==> src/rtl/ldr_pkg.sv <==
package ldr_pkg;

    typedef enum logic [3:0] {
        S_IDLE,
        S_MARK_CMD,
        S_MARK_BYTE,
        S_OPEN_CMD,
        S_DCOL_CMD,
        S_DATA,
        S_ECOL_CMD,
        S_ECC,
        S_NEXT_BLK
    } ldr_state_t;

    typedef enum logic [1:0] {
        K_MARK = 2'd0,
        K_OPEN = 2'd1,
        K_DATA = 2'd2,
        K_ECC  = 2'd3
    } ldr_kind_t;

endpackage

==> src/rtl/ldr_span.sv <==
module ldr_span #(
    parameter int OFF_W      = 24,
    parameter int PAGE_BYTES = 16,
    parameter int BLK_BYTES  = 64,
    parameter int PG_W       = 2,
    parameter int SKIP_W     = 4
) (
    input  logic [OFF_W-1:0]  offset,
    input  logic [OFF_W-1:0]  length,
    output logic [OFF_W-1:0]  first_blk,
    output logic [OFF_W-1:0]  last_blk,
    output logic [PG_W-1:0]   first_page,
    output logic [SKIP_W-1:0] lead_skip
);
    localparam logic [OFF_W-1:0] BLK_L  = OFF_W'(BLK_BYTES);
    localparam logic [OFF_W-1:0] PAGE_L = OFF_W'(PAGE_BYTES);

    logic [OFF_W-1:0] end_off;
    logic [OFF_W-1:0] in_blk;
    logic [OFF_W-1:0] pg_full;
    logic [OFF_W-1:0] sk_full;

    always_comb begin
        end_off    = offset + length - OFF_W'(1);
        first_blk  = offset / BLK_L;
        last_blk   = end_off / BLK_L;
        in_blk     = offset % BLK_L;
        pg_full    = in_blk / PAGE_L;
        sk_full    = offset % PAGE_L;
        first_page = pg_full[PG_W-1:0];
        lead_skip  = sk_full[SKIP_W-1:0];
    end
endmodule

==> src/rtl/ldr_colgen.sv <==
module ldr_colgen
    import ldr_pkg::*;
#(
    parameter int PAGE_BYTES = 16,
    parameter int ECC_STEP   = 8,
    parameter int ECC_BYTES  = 3,
    parameter int ECC_POS    = 1,
    parameter int MARK_POS   = 0,
    parameter int STEP_W     = 1,
    parameter int COL_W      = 5
) (
    input  ldr_kind_t         kind,
    input  logic [STEP_W-1:0] step,
    output logic [COL_W-1:0]  col
);
    always_comb begin
        unique case (kind)
            K_MARK: col = COL_W'(PAGE_BYTES + MARK_POS);
            K_OPEN: col = '0;
            K_DATA: col = COL_W'(step) * COL_W'(ECC_STEP);
            K_ECC:  col = COL_W'(PAGE_BYTES + ECC_POS) + COL_W'(step) * COL_W'(ECC_BYTES);
            default: col = '0;
        endcase
    end
endmodule

==> src/rtl/nand_image_loader.sv <==
module nand_image_loader
    import ldr_pkg::*;
#(
    parameter int OFF_W           = 24,
    parameter int DST_W           = 16,
    parameter int PAGE_BYTES      = 16,
    parameter int SPARE_BYTES     = 8,
    parameter int PAGES_PER_BLOCK = 4,
    parameter int ECC_STEP        = 8,
    parameter int ECC_BYTES       = 3,
    parameter int ECC_POS         = 1,
    parameter int MARK_POS        = 0,
    localparam int STEPS     = PAGE_BYTES / ECC_STEP,
    localparam int BLK_BYTES = PAGE_BYTES * PAGES_PER_BLOCK,
    localparam int PG_W      = (PAGES_PER_BLOCK > 1) ? $clog2(PAGES_PER_BLOCK) : 1,
    localparam int STEP_W    = (STEPS > 1) ? $clog2(STEPS) : 1,
    localparam int COL_W     = $clog2(PAGE_BYTES + SPARE_BYTES),
    localparam int SKIP_W    = $clog2(PAGE_BYTES),
    localparam int CNT_MAX   = (ECC_STEP > ECC_BYTES) ? ECC_STEP : ECC_BYTES,
    localparam int CNT_W     = (CNT_MAX > 1) ? $clog2(CNT_MAX) : 1
) (
    input  logic              clk,
    input  logic              rst_n,
    input  logic              start,
    input  logic [OFF_W-1:0]  start_offset,
    input  logic [OFF_W-1:0]  start_len,
    input  logic [DST_W-1:0]  dst_base,
    output logic              busy,
    output logic              done,
    output logic              cmd_req,
    output logic [1:0]        cmd_kind,
    output logic [OFF_W-1:0]  cmd_block,
    output logic [PG_W-1:0]   cmd_page,
    output logic [COL_W-1:0]  cmd_col,
    input  logic              cmd_done,
    input  logic              rd_valid,
    input  logic [7:0]        rd_data,
    output logic              wr_valid,
    output logic [DST_W-1:0]  wr_addr,
    output logic [7:0]        wr_data,
    output logic              ecc_valid,
    output logic [STEP_W-1:0] ecc_step,
    output logic [7:0]        ecc_data
);
    typedef struct packed {
        ldr_state_t        st;
        logic [OFF_W-1:0]  blk;
        logic [OFF_W-1:0]  last;
        logic [PG_W-1:0]   page;
        logic [STEP_W-1:0] step;
        logic [CNT_W-1:0]  cnt;
        logic [SKIP_W-1:0] skip;
        logic [DST_W-1:0]  wptr;
        logic              wr_v;
        logic [DST_W-1:0]  wr_a;
        logic [7:0]        wr_d;
        logic              ecc_v;
        logic [STEP_W-1:0] ecc_s;
        logic [7:0]        ecc_d;
        logic              done;
    } ldr_regs_t;

    ldr_regs_t r_q, r_d;

    logic [OFF_W-1:0]  sp_first, sp_last;
    logic [PG_W-1:0]   sp_page;
    logic [SKIP_W-1:0] sp_skip;
    ldr_kind_t         kind_c;
    logic [COL_W-1:0]  col_c;

    ldr_span #(
        .OFF_W(OFF_W), .PAGE_BYTES(PAGE_BYTES), .BLK_BYTES(BLK_BYTES),
        .PG_W(PG_W), .SKIP_W(SKIP_W)
    ) u_span (
        .offset(start_offset), .length(start_len),
        .first_blk(sp_first), .last_blk(sp_last),
        .first_page(sp_page), .lead_skip(sp_skip)
    );

    ldr_colgen #(
        .PAGE_BYTES(PAGE_BYTES), .ECC_STEP(ECC_STEP), .ECC_BYTES(ECC_BYTES),
        .ECC_POS(ECC_POS), .MARK_POS(MARK_POS), .STEP_W(STEP_W), .COL_W(COL_W)
    ) u_col (
        .kind(kind_c), .step(r_q.step), .col(col_c)
    );

    always_comb begin
        unique case (r_q.st)
            S_MARK_CMD: kind_c = K_MARK;
            S_OPEN_CMD: kind_c = K_OPEN;
            S_DCOL_CMD: kind_c = K_DATA;
            default:    kind_c = K_ECC;
        endcase
    end

    always_comb begin
        r_d       = r_q;
        r_d.wr_v  = 1'b0;
        r_d.ecc_v = 1'b0;
        r_d.done  = 1'b0;
        unique case (r_q.st)
            S_IDLE: if (start) begin
                r_d.blk  = sp_first;
                r_d.last = sp_last;
                r_d.page = sp_page;
                r_d.skip = sp_skip;
                r_d.wptr = dst_base;
                r_d.st   = S_MARK_CMD;
            end
            S_MARK_CMD: if (cmd_done) r_d.st = S_MARK_BYTE;
            S_MARK_BYTE: if (rd_valid) begin
                if (rd_data == 8'hFF) begin
                    r_d.step = '0;
                    r_d.st   = S_OPEN_CMD;
                end else begin
                    r_d.last = r_q.last + OFF_W'(1);
                    r_d.st   = S_NEXT_BLK;
                end
            end
            S_OPEN_CMD: if (cmd_done) r_d.st = S_DCOL_CMD;
            S_DCOL_CMD: if (cmd_done) begin
                r_d.cnt = '0;
                r_d.st  = S_DATA;
            end
            S_DATA: if (rd_valid) begin
                if (r_q.skip != '0) begin
                    r_d.skip = r_q.skip - SKIP_W'(1);
                end else begin
                    r_d.wr_v = 1'b1;
                    r_d.wr_a = r_q.wptr;
                    r_d.wr_d = rd_data;
                    r_d.wptr = r_q.wptr + DST_W'(1);
                end
                r_d.cnt = r_q.cnt + CNT_W'(1);
                if (r_q.cnt == CNT_W'(ECC_STEP - 1)) r_d.st = S_ECOL_CMD;
            end
            S_ECOL_CMD: if (cmd_done) begin
                r_d.cnt = '0;
                r_d.st  = S_ECC;
            end
            S_ECC: if (rd_valid) begin
                r_d.ecc_v = 1'b1;
                r_d.ecc_s = r_q.step;
                r_d.ecc_d = rd_data;
                r_d.cnt   = r_q.cnt + CNT_W'(1);
                if (r_q.cnt == CNT_W'(ECC_BYTES - 1)) begin
                    if (r_q.step == STEP_W'(STEPS - 1)) begin
                        r_d.step = '0;
                        if (r_q.page == PG_W'(PAGES_PER_BLOCK - 1)) begin
                            r_d.page = '0;
                            r_d.st   = S_NEXT_BLK;
                        end else begin
                            r_d.page = r_q.page + PG_W'(1);
                            r_d.st   = S_OPEN_CMD;
                        end
                    end else begin
                        r_d.step = r_q.step + STEP_W'(1);
                        r_d.st   = S_DCOL_CMD;
                    end
                end
            end
            S_NEXT_BLK: begin
                if (r_q.blk >= r_q.last) begin
                    r_d.done = 1'b1;
                    r_d.st   = S_IDLE;
                end else begin
                    r_d.blk = r_q.blk + OFF_W'(1);
                    r_d.st  = S_MARK_CMD;
                end
            end
            default: r_d.st = S_IDLE;
        endcase
    end

    always_ff @(posedge clk) begin
        if (!rst_n) begin
            r_q    <= '0;
            r_q.st <= S_IDLE;
        end else begin
            r_q <= r_d;
        end
    end

    assign busy      = (r_q.st != S_IDLE);
    assign done      = r_q.done;
    assign cmd_req   = (r_q.st == S_MARK_CMD) || (r_q.st == S_OPEN_CMD) ||
                       (r_q.st == S_DCOL_CMD) || (r_q.st == S_ECOL_CMD);
    assign cmd_kind  = kind_c;
    assign cmd_block = r_q.blk;
    assign cmd_page  = (r_q.st == S_MARK_CMD) ? '0 : r_q.page;
    assign cmd_col   = col_c;
    assign wr_valid  = r_q.wr_v;
    assign wr_addr   = r_q.wr_a;
    assign wr_data   = r_q.wr_d;
    assign ecc_valid = r_q.ecc_v;
    assign ecc_step  = r_q.ecc_s;
    assign ecc_data  = r_q.ecc_d;

    // Checker state: last write address of the current load
    logic             chk_seen_q;
    logic [DST_W-1:0] chk_last_q;
    always_ff @(posedge clk) begin
        if (!rst_n) begin
            chk_seen_q <= 1'b0;
            chk_last_q <= '0;
        end else if (start && !busy) begin
            chk_seen_q <= 1'b0;
        end else if (wr_valid) begin
            chk_seen_q <= 1'b1;
            chk_last_q <= wr_addr;
        end
    end

    assert_idle_quiet_R1: assert property (@(posedge clk) disable iff (!rst_n)
        !busy |-> (!cmd_req && !wr_valid));

    assert_req_hold_R6: assert property (@(posedge clk) disable iff (!rst_n)
        (cmd_req && !cmd_done) |=> (cmd_req && $stable(cmd_col) && $stable(cmd_kind)));

    assert_strobe_excl_R7: assert property (@(posedge clk) disable iff (!rst_n)
        !(wr_valid && ecc_valid));

    assert_done_pulse_R8: assert property (@(posedge clk) disable iff (!rst_n)
        done |=> !done);

    assert_done_idle_R8: assert property (@(posedge clk) disable iff (!rst_n)
        done |-> !busy);

    assert_wr_contig_R9: assert property (@(posedge clk) disable iff (!rst_n)
        (wr_valid && chk_seen_q) |-> (wr_addr == chk_last_q + DST_W'(1)));
endmodule

==> config.mk <==
export PLATFORM = sky130hd
export DESIGN_NAME = nand_image_loader
export DESIGN_NICKNAME = d
export VERILOG_FILES = /design/src/rtl/ldr_pkg.sv /design/src/rtl/ldr_span.sv /design/src/rtl/ldr_colgen.sv /design/src/rtl/nand_image_loader.sv
export SDC_FILE = /design/constraint.sdc
export NUM_CORES = 1
export LEC_CHECK = 0
export BUFFER_PORTS_ARGS = -buffer_cell sky130_fd_sc_hd__buf_2
export CORE_MARGIN = 5
export CORE_UTILIZATION = 49
export DETAILED_ROUTE_END_ITERATION = 10
export PLACE_DENSITY_LB_ADDON = 0.05
export SYNTH_ARGS = -nofsm -noshare
export SYNTH_HDL_FRONTEND = slang
export SYNTH_HIERARCHICAL = 1
export SYNTH_SLANG_ARGS = --single-unit
export TNS_END_PERCENT = 50
==> constraint.sdc <==
create_clock -name clk -period 4 [get_ports clk]
set_clock_uncertainty 0.05 [all_clocks]
set_input_delay 0.8 -clock clk [delete_from_list [all_inputs] [get_ports clk]]
set_output_delay 0.8 -clock clk [all_outputs]
set_load 0.03 [all_outputs]
==> results.cfg, run 1 <==
[logic_synthesis]
ys_seq_area_share_pct = 24.70
synth_top_area_share_pct = 24.70
synth_warnings = 6
synth_most_common_cell = nand2_1
yosys-top-cells-area = dfxtp_1 (25%), ha_1 (11%), buf_4 (7.8%)
synth_largest_area_cell = dfxtp_1
synth_edf_count = 0
synth_common_cells = nand2_1 (181), inv_1 (129), dfxtp_1 (114)
synth_seq_cells = 114
syn_area_sq_um = 9241
syn_area_per_cell_sq_um = 7.265
ys_types = 84
syn_inst = 1272
synth_ff_type = dfxtp_1
synthArstFlopShare_pct = 0

[timing]
hold_viol_final = 0
fin_ws_ns = 0.7495
tightestPinTransition_ns = 1.100
rsz0062_at_grt = no
final.min_clock_period_ns = 3.250
max_slew_margin_pct = 26.45
fin_tns_setup_ns = 0
fmax_mhz = 307.6
setup_viol = 0
slew_viol_final = 0
period_share_pct = 81.26

[route]
dr.pass1.iters = 5
final_antenna_net_count = 0
route.vias.total = 8642
postRouteWirelength_mm = 25.01
viasPerCell = 5.558
route.detailed.drc = 0
wl_per_cell_um = 16.08
drt_iter0_drc = 589

[grt]
grt_antenna_before_repair = 0
grt_max_degree = 53
grt_pass1_wl_mm = 40.99
grt_pass1_vias = 7929
overflow = 0
grtUsageTotal_pct = 23.08

[worst_setup_path]
crit_end = r_q[78]
path_cells = buf_2 > inv_1 > ha_1 > inv_1 > ha_1 > a21o_1 > a221oi_1 > o21ai_0 > a21oi_1 > nor4b_1 > nor4_1 > o21ai_0 > a221oi_1
critical_path_class = in2reg
path_buf_inv = 3
worst_setup_path_end_kind = flip-flop
critPathMaxFanout = 4
crit_family = compound AO/OA/AOI/OAI gates
cp-start-kind = input port
crit_required_ns = 4.26
rr_worst_depth = 8
critPathMaxStageDelay_ns = 0.36
crit_path_top_delay_cell = a21oi_1
crit_start = start_offset[16]
r2r_setup_slack_ns = 1.14
reg2reg_to = r_q[54]
arrival_ns = 3.51
r2r-start = r_q[110]
cp_num_cells = 13

[place]
dpl.hpwl_mm = 18.52
port_buffers = 146
postPlaceCellArea_sq_um = 9445
place.gp.congestion = 0.8389
preCtsSetupSlack_ns = 0.3488
dp_cells = 1523

[cts]
cts.sink_count = 114
insertion_delay_ns = 0.42
cts_setup_buffers = 0
htreeDepth = 4
cts_resized = 0
cts_tree = done
clockBufferDepth = 2
cts_root_buf = clkbuf_16
numCtsBuffers = 17
clk_pin_slew_ns = 0.06
hold_buffers = 0

[cells_and_area]
ff_latch_area_sq_um = 2282
drive_gt1_share_pct = 17.41
stdcell_area_sq_um = 10040
fillCellCount = 1896
finish.net_count = 1464
multiInputGateArea_sq_um = 5517
n_antenna_cell = 0
finalNonFillerCells = 1555
syn2layout_area_growth_pct = 8.611

[outcome]
status = finished clean

[floorplan]
die_w_um = 147.3
row_count = 50
core_area_sq_um = 18640
io_pins = 148
die_area_sq_um = 21710
die_h_um = 147.3
start_util_pct = 49.57

[job]
maxCapViolCount = 0

[power_and_ir_drop]
peakVddDrop_mv = 0.3228
power_density_nw_per_um2 = 638.3
p_leak_uw = 0.004400

[min_path]
hold_path_class = reg2reg
[stage by stage]
| step | util, % | power, uW | hold slack [ns] |
|---|---|---|---|
| after floorplan | - | 4214 | 0.3844 |
| after global placement | 50.66 | 4834 | 0.3923 |
| after CTS | 53.84 | 6418 | 0.4030 |
| final | 53.84 | 6406 | 0.3983 |
| after detailed placement | 50.66 | 4860 | 0.3946 |
| after global routing | 53.84 | 6915 | 0.4241 |
[tightest hold or removal path, stage by stage, from the launching register on]
cell and delay [ns]:
dfxtp_1 0.30, nand2_1 0.05, a21oi_1 0.05
[area by class of cell]
| class | count | share of cell area (%) |
|---|---|---|
| flip-flops and latches | 114 | 22.74 |
| repair buffers | 164 | 8.626 |
| inverters | 130 | 4.862 |
| clock inverters | 14 | 1.521 |
| multi-input cells | 881 | 54.96 |
| clock buffers | 18 | 4.375 |
| well taps | 234 | 2.917 |
[placed cells by master, fill, tap and decap left out, types with 22 or more instances in the layout]
cell type,n
o21ai_0,79
nand3_1,43
a21oi_1,108
inv_1,128
dfxtp_1,114
nor2_1,73
nand2_1,181
nand4_1,22
buf_2,146
ha_1,79
[kinds of logic after synthesis]
| group | after synthesis | synth area share [%] |
|---|---|---|
| simple gates | 421 | 21.60 |
| fa+ha+maj | 79 | 10.70 |
| mux | 5 | 0.5551 |
| flops | 114 | 24.70 |
| xor+xnor | 39 | 3.696 |
| other cells | 2 | 0.08127 |
| compound gates | 324 | 22.50 |
| buf+inv | 288 | 16.18 |
[power by group]
part / internal, uW / switching, uW
Sequential: 1430 / 496
Clock: 940 / 595
Combinational: 1070 / 1870
[layer usage]
metal / GRT usage (%) / share of wire, % / up-vias
met5: 0 / 0 / -
met4: 6.710 / 1.7 / 0
met3: 4.226 / 6.5 / 29
met2: 33.71 / 42 / 269
met1: 34.49 / 50 / 3946
li1: - / - / 4398
[worst min path at each step]
stage | cells past startpoint | slack [ns] | from | endpoint
2_1_floorplan | 2 | 0.38 | ecc_data[0] | ecc_data[0]
3_3_place_gp | 2 | 0.39 | wr_data[6] | wr_data[6]
3_5_place_dp | 2 | 0.39 | wr_addr[8] | wr_addr[8]
4_1_cts | 2 | 0.40 | wr_addr[8] | wr_addr[8]
5_1_grt | 2 | 0.42 | wr_addr[0] | wr_addr[0]
6_report | 2 | 0.40 | wr_addr[8] | wr_addr[8]
[sequential cells by signal, summed over array words and instances (netlist names)]
name,flops
cmd_block,24
ecc_data,8
ecc_valid,1
r_q,54
wr_addr,16
wr_data,8
ecc_step,1
wr_valid,1
done,1
No activity file was read; power rests on OpenSTA's default activity.
==> inputs of run 2 (changes only) <==
- clock period: 4 -> 3.3 ns (I/O delays scaled with it)
==> results.cfg, run 2 (synthesis gave the netlist of run 1 again) <==
[timing]
rsz0062_at_grt = no
fin_ws_ns = 0.2958
final.min_clock_period_ns = 3.004
setup_viol = 0
whs_ns = 0.3993
tightestPinTransition_ns = 0.7125
slew_viol_final = 0
fin_tns_setup_ns = 0
period_share_pct = 91.04
fmax_mhz = 332.9
max_slew_margin_pct = 52.06
hold_viol_final = 0

[cts]
cts_tree = done
clk_pin_slew_ns = 0.06
cts_setup_buffers = 0
numCtsBuffers = 17
hold_buffers = 0
htreeDepth = 4
insertion_delay_ns = 0.42
cts.sink_count = 114
cts_resized = 0
cts_root_buf = clkbuf_16
clockBufferDepth = 2

[route]
wl_per_cell_um = 15.75
top_layer = met4
wl_met2_mm = 10.38
met1_length_mm = 12.41
postRouteWirelength_mm = 24.74
final_antenna_net_count = 0
met3_length_mm = 1.601
drt_iter0_drc = 628
route.vias.total = 8702
viasPerCell = 5.539
route.detailed.drc = 0
dr.pass1.iters = 6

[min_path]
hold_path_class = reg2reg
worstHoldEndpoint = wr_addr[7]
min_path_cells = 2
worstHoldStart = wr_addr[7]

[worst_setup_path]
r2r_setup_slack_ns = 0.51
arrival_ns = 3.28
cp-start-kind = input port
critPathMaxFanout = 4
reg2reg_to = cmd_block[0]
r2r-start = cmd_block[0]
crit_required_ns = 3.58
rr_worst_depth = 10
critical_path_class = in2reg
worst_setup_path_end_kind = flip-flop

[cells_and_area]
largest_reg_flops = 54
drive_gt1_share_pct = 18.40
syn2layout_area_growth_pct = 10.07
n_antenna_cell = 0
largest-register = r_q
finalNonFillerCells = 1571
fin_util_pct = 54.56
layout_commonest_cell = nand2_1
finish.net_count = 1480
mostFrequentLayoutCells = nand2_1 (181), buf_2 (146), inv_1 (128), dfxtp_1 (114), a21oi_1 (108)

[power_and_ir_drop]
pwr-share-comb_pct = 46.6
p_int_uw = 4233
p_leak_uw = 0.004492
swShare_pct = 45.96
power_density_nw_per_um2 = 770.0
pwr-share-seq_pct = 29.5
p_clk_share_pct = 23.9
p_sw_uw = 3600
peakVddDrop_mv = 0.3238

[floorplan]
die_w_um = 147.3
row_count = 50
start_util_pct = 49.57
core_area_sq_um = 18640
die_h_um = 147.3
die_area_sq_um = 21710
io_pins = 148

[grt]
grt_max_degree = 53
grt_antenna_before_repair = 0
grt_pass1_vias = 7769
grtUsageTotal_pct = 22.19
grt_pass1_wl_mm = 39.52
overflow = 0

[place]
dp_cells = 1539
place.gp.congestion = 0.8551
preCtsSetupSlack_ns = -0.1426
dpl.hpwl_mm = 18.55
port_buffers = 146

[job]
maxCapViolCount = 0

[outcome]
status = finished clean
[run 2: layout make-up]
type | instances | area [sq um]
inverter | 130 | 488.0
fill | 1901 | 8471
clock buffer | 17 | 425.4
multi-input combinational | 881 | 5517
tap | 234 | 292.8
sequential | 114 | 2282
timing repair buffer | 180 | 998.5
clock inverter | 15 | 168.9
[run 2: layer usage]
| layer | vias up | GRT usage, % |
|---|---|---|
| li1 | 4424 | - |
| met1 | 3987 | 33.13 |
| met2 | 267 | 32.67 |
| met3 | 24 | 3.856 |
| met4 | 0 | 6.291 |
| met5 | - | 0 |
[run 2: through the flow]
step | instance area [sq um] | total power (uW)
after floorplan | 9283 | 5108
after global placement | 9578 | 5909
after detailed placement | 9578 | 5963
after CTS | 10170 | 7857
after global routing | 10170 | 8424
final | 10170 | 7833
[run 2: power by group through the flow]
stage | clock, uW | combinational, uW | sequential (uW)
finish | 1870 | 3650 | 2310
CTS | 1910 | 3650 | 2300
detailed placement | 0 | 3630 | 2330
global route | 1970 | 4070 | 2380
floorplan | 0 | 3000 | 2110
global placement | 0 | 3590 | 2320
[run 2: worst max path at each step]
stage | startpoint | endpoint | slack (ns) | depth (start not counted)
floorplan | start_offset[4] | r_q[72] | 0.29 | 13
global placement | start_offset[3] | r_q[78] | -0.04 | 13
detailed placement | start_offset[3] | r_q[78] | -0.14 | 13
CTS | start_offset[3] | r_q[78] | 0.29 | 13
global route | start_offset[3] | r_q[78] | 0.11 | 13
finish | start_offset[3] | r_q[78] | 0.30 | 13
[run 2: worst max-delay path, stage by stage]
cell and delay (ns):
buf_2 0.08, inv_1 0.04, ha_1 0.27, inv_1 0.04, ha_1 0.29, a21o_1 0.20
a22oi_1 0.30, o211ai_1 0.18, a21oi_1 0.40, nor4b_1 0.11, nor4_1 0.29, o21ai_0 0.13
a221oi_1 0.27
==> inputs of run 3 (changes only) <==
--- a/config.mk
+++ b/config.mk
@@ -8,3 +8,2 @@
 export BUFFER_PORTS_ARGS = -buffer_cell sky130_fd_sc_hd__buf_2
-export CORE_MARGIN = 5
 export CORE_UTILIZATION = 49
--- a/constraint.sdc
+++ b/constraint.sdc
@@ -4,2 +4,2 @@
 set_output_delay 0.66 -clock clk [all_outputs]
-set_load 0.03 [all_outputs]
+set_load 0.02 [all_outputs]
==> results.cfg, run 3 (synthesis gave the netlist of run 1 again) <==
[cts]
clk_pin_slew_ns = 0.06
cts_tree = done
insertion_delay_ns = 0.43
cts_resized = 0
hold_buffers = 0
cts.sink_count = 114
clockBufferDepth = 2
htreeDepth = 4
cts_setup_buffers = 0
cts_root_buf = clkbuf_16
numCtsBuffers = 17

[route]
drt_iter0_drc = 600
postRouteWirelength_mm = 24.09
route.vias.total = 8755
dr.pass1.iters = 5
final_antenna_net_count = 0
viasPerCell = 5.576
wl_per_cell_um = 15.34
route.detailed.drc = 0

[worst_setup_path]
crit_required_ns = 2.59
r2r_setup_slack_ns = 0.61
critPathMaxStageDelay_ns = 0.70
crit_path_top_delay_cell = dfxtp_1
path_buf_inv = 2
worst_setup_path_end_kind = primary output
cp-start-kind = flip-flop
arrival_ns = 2.31
critical_path_class = reg2out
crit_family = flip-flops
critPathMaxFanout = 17
path_cells = xnor2_1 > or3_1 > inv_1 > ha_1 > and3b_2 > buf_2

[timing]
hold_viol_final = 0
max_slew_margin_pct = 52.03
slew_viol_final = 0
whs_ns = 0.3993
fin_tns_setup_ns = 0
fmax_mhz = 331.3
period_share_pct = 91.48
final.min_clock_period_ns = 3.019
setup_viol = 0
tightestPinTransition_ns = 0.7120
rsz0062_at_grt = no

[cells_and_area]
n_antenna_cell = 0
largest_reg_flops = 54
fin_util_pct = 56.04
layout_commonest_cell = nand2_1
ff_latch_area_sq_um = 2282
finish.net_count = 1485
largest-register = r_q
stdcell_area_sq_um = 10200
multiInputGateArea_sq_um = 5517
mostFrequentLayoutCells = nand2_1 (181), buf_2 (146), inv_1 (128), dfxtp_1 (114), a21oi_1 (108)
fillCellCount = 1804
syn2layout_area_growth_pct = 10.41
drive_gt1_share_pct = 18.64

[floorplan]
row_count = 49
core_area_sq_um = 18210
start_util_pct = 50.75
die_area_sq_um = 19410
io_pins = 148
die_h_um = 139.3
die_w_um = 139.3

[grt]
overflow = 0
grtUsageTotal_pct = 25.00
grt_pass1_vias = 7755
grt_antenna_before_repair = 0
grt_max_degree = 53
grt_pass1_wl_mm = 39.12

[power_and_ir_drop]
peakVddDrop_mv = 0.3809
power_density_nw_per_um2 = 749.7
p_leak_uw = 0.004505
power_uw = 7650

[place]
dpl.hpwl_mm = 17.94
postPlaceCellArea_sq_um = 9622
place.gp.congestion = 0.8679
port_buffers = 146

[outcome]
status = finished clean

[min_path]
hold_path_class = reg2reg

[job]
maxCapViolCount = 0
[run 3: path summary, 6_finish.rpt]
check | startpoint | end | cells past startpoint
worst min-delay path | wr_data[2] | wr_data[2] | 2
worst max-delay path | r_q[110] | cmd_col[3] | 6
worst min register to register | wr_data[2] | wr_data[2] | 2
worst max register to register | r_q[62] | cmd_block[0] | 9
[run 3: per-layer routing]
layer / up-vias / global-route usage, % / share of wire (%) / wire length [um]
met5: - / 0 / 0 / 0
met4: 0 / 6.725 / 1.3 / 325
met3: 25 / 4.783 / 5.9 / 1431
met2: 280 / 38.11 / 43 / 10310
met1: 4010 / 35.74 / 50 / 12020
li1: 4440 / - / - / -
[run 3: where the power goes]
part	internal, uW	switching, uW	leakage, uW
sequential	1740	562	0.000932
combinational	1380	2130	0.00330
clock	1110	719	0.000273
total	4240	3410	0.00450
[run 3: cell type report]
cell class | instances | share of cell area [%]
clock buffers | 17 | 4.169
clock inverters | 14 | 1.533
inverters | 130 | 4.782
multi-input cells | 881 | 54.07
flip-flops and latches | 114 | 22.37
well taps | 229 | 2.808
repair buffers | 185 | 10.28
[run 3: worst min-delay path: cells and delay by family (launching register included)]
family	cells	cell delay [ns]
AOI/OAI and AO/OA	1	0.05
DFF	1	0.30
and+or+nand+nor	1	0.05
[run 3: per-stage QoR]
step / setup WS [ns] / instances
4_1_cts: 0.2967 / 1570
5_1_grt: 0.1270 / 1570
3_5_place_dp: -0.06463 / 1539
6_report: 0.2812 / 1570
3_3_place_gp: -0.01780 / 1539
2_1_floorplan: 0.2902 / 1283
